## src/rtl/initPkg.sv

```systemverilog
package initPkg;
  // Strobes from the control module to the datapath.
  typedef struct packed {
    logic loadCnt;    // restart the pulse counter at full length
    logic captureCpu; // store the CPU-reset bit being written
  } ctlStrobes_t;
endpackage

```

## src/rtl/initDatapath.sv

```systemverilog
module initDatapath
  import initPkg::*;
#(
  parameter int PULSE_LEN   = 64,
  parameter int SYNC_STAGES = 2
) (
  input  logic        clk,
  input  logic        rstN,
  input  ctlStrobes_t strobes,
  input  logic        cpuBitIn,
  input  logic        kbcRstN,
  output logic        kbcFall,
  output logic        cpuBitQ,
  output logic        pulseActive
);
  localparam int CNT_W = $clog2(PULSE_LEN + 1);
  localparam logic [CNT_W-1:0] LOAD_VAL = CNT_W'(PULSE_LEN);

  // Synchroniser chain plus one extra stage used for edge detection.
  logic [SYNC_STAGES:0] syncQ;
  logic [CNT_W-1:0]     cnt;

  genvar gi;
  generate
    for (gi = 0; gi <= SYNC_STAGES; gi++) begin : g_sync
      always_ff @(posedge clk or negedge rstN) begin
        if (!rstN) syncQ[gi] <= 1'b1;
        else if (gi == 0) syncQ[gi] <= kbcRstN;
        else syncQ[gi] <= syncQ[(gi == 0) ? 0 : gi-1];
      end
    end
  endgenerate

  assign kbcFall = syncQ[SYNC_STAGES] & ~syncQ[SYNC_STAGES-1];

  always_ff @(posedge clk or negedge rstN) begin
    if (!rstN) cpuBitQ <= 1'b0;
    else if (strobes.captureCpu) cpuBitQ <= cpuBitIn;
  end

  always_ff @(posedge clk or negedge rstN) begin
    if (!rstN) cnt <= '0;
    else if (strobes.loadCnt) cnt <= LOAD_VAL;
    else if (cnt != '0) cnt <= cnt - 1'b1;
  end

  assign pulseActive = (cnt != '0);
endmodule

```

## src/rtl/initControl.sv

```systemverilog
module initControl
  import initPkg::*;
(
  input  logic        rstCtlWr,
  input  logic        rstCtlSys,
  input  logic        rstCtlCpu,
  input  logic        p92Wr,
  input  logic        p92Bit0,
  input  logic        shutdownCyc,
  input  logic        kbcFall,
  input  logic        cpuBitQ,
  output ctlStrobes_t strobes
);
  logic cpuRise;
  logic p92Hit;

  always_comb begin
    cpuRise = rstCtlWr & rstCtlCpu & ~cpuBitQ & ~rstCtlSys;
    p92Hit  = p92Wr & p92Bit0;
    strobes.loadCnt    = cpuRise | p92Hit | shutdownCyc | kbcFall;
    strobes.captureCpu = rstCtlWr;
  end
endmodule

```

## src/rtl/initPulseGen.sv

```systemverilog
module initPulseGen
  import initPkg::*;
#(
  parameter int PULSE_LEN   = 64,
  parameter int SYNC_STAGES = 2
) (
  input  logic clk,
  input  logic rstN,
  input  logic rstCtlWr,
  input  logic rstCtlSys,
  input  logic rstCtlCpu,
  input  logic p92Wr,
  input  logic p92Bit0,
  input  logic shutdownCyc,
  input  logic kbcRstN,
  output logic initN
);
  ctlStrobes_t strobes;
  logic kbcFall;
  logic cpuBitQ;
  logic pulseActive;

  initControl u_ctl (
    .rstCtlWr    (rstCtlWr),
    .rstCtlSys   (rstCtlSys),
    .rstCtlCpu   (rstCtlCpu),
    .p92Wr       (p92Wr),
    .p92Bit0     (p92Bit0),
    .shutdownCyc (shutdownCyc),
    .kbcFall     (kbcFall),
    .cpuBitQ     (cpuBitQ),
    .strobes     (strobes)
  );

  initDatapath #(.PULSE_LEN(PULSE_LEN), .SYNC_STAGES(SYNC_STAGES)) u_dp (
    .clk         (clk),
    .rstN        (rstN),
    .strobes     (strobes),
    .cpuBitIn    (rstCtlCpu),
    .kbcRstN     (kbcRstN),
    .kbcFall     (kbcFall),
    .cpuBitQ     (cpuBitQ),
    .pulseActive (pulseActive)
  );

  // Open-drain style: 0 pulls low, 1 releases.
  assign initN = ~pulseActive;
endmodule

```

## config.mk

```make
export PLATFORM = sky130hd
export DESIGN_NAME = initPulseGen
export DESIGN_NICKNAME = d
export VERILOG_FILES = /design/src/rtl/initPkg.sv /design/src/rtl/initDatapath.sv /design/src/rtl/initControl.sv /design/src/rtl/initPulseGen.sv
export SDC_FILE = /design/constraint.sdc
export NUM_CORES = 1
export LEC_CHECK = 0
export BUFFER_PORTS_ARGS = -buffer_cell sky130_fd_sc_hd__buf_2
export CAP_MARGIN = 10
export CORE_MARGIN = 2
export CORE_UTILIZATION = 40
export DETAILED_ROUTE_END_ITERATION = 10
export PLACE_DENSITY_LB_ADDON = 0.15
export SYNTH_ARGS = -nofsm -noshare
export SYNTH_HDL_FRONTEND = slang
export SYNTH_SLANG_ARGS = --single-unit
```

## constraint.sdc

```tcl
create_clock -name clk -period 2.3 [get_ports clk]
set_clock_uncertainty 0.05 [all_clocks]
set_input_delay 0.23 -clock clk [delete_from_list [all_inputs] [get_ports clk]]
set_output_delay 0.23 -clock clk [all_outputs]
set_load 0.02 [all_outputs]
```

==> impl_metrics.toml <==
[run_status]
outcome = "complete, no violations"

[logic_synthesis]
synth_fa_ha_area_share_pct = 4.59
yosysWarnings = 0
synth-compound-area-share_pct = 16.3
ys_seq_area_share_pct = 51.1
syn_area_um2 = 546
synth_top_family_by_area = "simple AND/OR/NAND/NOR gates"
postSynthCellCount = 51
ys_async_sr_fraction_pct = 100
synth_seq_cells = 11
synth_mux_area_share_pct = 0
synth-simple-area-share_pct = 22.2
synth_edf_count = 0
syn_area_per_cell_um2 = 10.7
synth_cell_types = 28
synthesis.nets = 62
synth_xor_area_share_pct = 0
synth_ff_type = "dfrtp_1"

[placed_design]
dp_hpwl_um = 748
gp_congestion = 0.764
io_buffers = 9
dpl-instance-area_um2 = 601
pre_cts_slack_ns = 0.340

[worst_setup_path]
cpMaxStageDelayCell = "or4b_4"
worst-setup-path-type = "reg2out"
cp_num_buf_inv = 2
cp_top_family = "simple AND/OR/NAND/NOR gates"
worstPathRequired_ns = 2.02
worstSetupStartpointType = "flop"
critPathCaptureType = "primary output"
path_cells = "inv_1 > ha_1 > or4b_4 > nor3_2 > buf_2"
crit_arrival_ns = 1.85
critPathMaxStageDelay_ns = 0.52
worstPathMaxFanout = 6

[pwr]
switching_share_pct = 29.5
clockPowerShare_pct = 27.0
p_seq_share_pct = 50.3
p_int_uw = 334
ir_drop_mv = 0.525
power_switching_uw = 139
p_comb_share_pct = 22.7
p_per_area_mw_per_mm2 = 720
finalPower_uw = 473
power_leakage_uw = 0.000294

[grt]
grt_max_degree = 12
grt_pass1_vias = 372
antenna_found_initial = 0
grt_overflow = 0
track_usage_pct = 15.5
grt_pass1_wl_um = 1650

[sta]
slew_headroom_pct = 81.1
setup_viol = 0
slew_viol_final = 0
grt_setup_unrepaired = "false"
setup_tns_ns = 0
fin_crit_ns = 2.13
fmax_mhz = 470
hold_violations = 0
setup_slack_ns = 0.174
post-route-period-util_pct = 92.4
worst_pin_slew_ns = 0.283

[routing]
drcViolationCount = 0
vias = 427
via_per_inst = 5.34
drt-initial-drc-count = 9
wl_per_cell_um = 12.4
drt_wl_total_um = 995
drt-pass1-iter-count = 5
drtAntennaViolNets = 0

[final_layout]
syn_to_final_growth_pct = 20.4
antenna-diode-count = 0
fin_area_um2 = 657
drive_gt1_share_pct = 30.8
most-common-layout-cells = "9 x buf_2, 8 x dfrtp_1, 5 x a21oi_1"
multi_input_area_um2 = 244
register_area_um2 = 279
layout_commonest_cell = "buf_2"
n_fill_cell = 123
nNetsFinal = 77

[run]
max-cap-violations = 0

[die]
start_util_pct = 42.5
pin_count = 10
die_h_um = 40.9
fp.dieW_um = 40.9
dieArea_mm2 = 0.00168
rows = 13
core-area_mm2 = 0.00128

[cts]
root_buffer = "clkbuf_4"
h-tree-depth = 1
path_clk_slew_ns = 0.07
clockBufferDepth = 2
clock_latency_ns = 0.26
numCtsBuffers = 3
cts_sinks = 11
cts_tree = "yes"

[worst_hold_path]
hold_path_class = "in2reg"
-- registers in the layout, summed over array words and instances (netlist names) --
signal / count
u_dp.cpuBitQ: 1
u_dp.cnt: 7
u_dp.syncQ: 3
-- cells by family (layout without fill, tap and decap cells) --
family                   after synthesis  count (layout)
AND/OR/NAND/NOR                       18              18
AO/OA/AOI/OAI                         14              14
flip-flops                            11              11
buffers and inverters                  6              20
adder cells (fa/ha/maj)                2               2
-- cell usage after synthesis (2+ instances only) --
cell     number  area (um^2)
a21oi_1       5         25.0
nor3_1        2         10.0
nand2_1       2         7.51
o31ai_1       2         15.0
ha_1          2         25.0
inv_1         4         15.0
or4b_1        2         20.0
nor2_1        2         7.51
dfstp_2       3         78.8
o21ai_0       2         10.0
dfrtp_1       8          200
-- power groups by stage --
| stage | logic (uW) | clock network, uW | registers [uW] |
|---|---|---|---|
| final | 108 | 128 | 238 |
| after detailed placement | 103 | 0 | 240 |
| after global placement | 103 | 0 | 240 |
| after floorplan | 84.3 | 0 | 231 |
| after global routing | 123 | 137 | 243 |
| after CTS | 106 | 136 | 237 |
-- metal layers --
metal  vias to the layer above  part of all wire, %  GRT usage, %  routed length, um
met3                         0                  4.7          6.52                 47
met1                       198                   48          20.9                476
li1                        217                    -             -                  -
met2                        12                   47          23.0                471
met5                         -                    0             0                  0
met4                         0                    0          3.33                  0
-- path summary, 6_finish.rpt --
kind / to / cells past startpoint / startpoint / slack [ns]
max in group asynchronous: u_dp.syncQ[1] / 2 / rstN / 1.64
hold reg to reg: u_dp.syncQ[1] / 0 / u_dp.syncQ[0] / 0.31
min in group asynchronous: u_dp.cnt[2] / 2 / rstN / 0.30
hold / removal: u_dp.cpuBitQ / 2 / rstCtlWr / 0.13
setup / recovery: initN / 5 / u_dp.cnt[0] / 0.17
setup reg to reg: u_dp.cnt[6] / 5 / u_dp.cnt[0] / 0.39
-- repair_timing --
item / 4_1_cts / 5_1_grt
resized for setup: 0 / 2
hold buffers: 2 / 0
setup endpoints to repair: 0 / 1
hold endpoints to repair: 9 / 0
buffers inserted: 0 / 0
-- final cells by class --
type / instances / share of cell area [%]
flip-flops and latches: 11 / 42.5
multi-input cells: 34 / 37.1
repair buffers: 12 / 11.0
clock buffers: 3 / 3.43
well taps: 15 / 2.86
inverters: 4 / 2.29
clock inverters: 1 / 0.762
-- metrics by stage --
step	utilization, %	instances	hold slack [ns]
finish	51.1	80	0.127
global route	51.1	80	0.136
CTS	50.4	80	0.119
detailed placement	46.7	74	0.0546
global placement	46.7	74	0.0554
floorplan	-	51	-0.116
No activity file was read; power rests on OpenSTA's default activity.
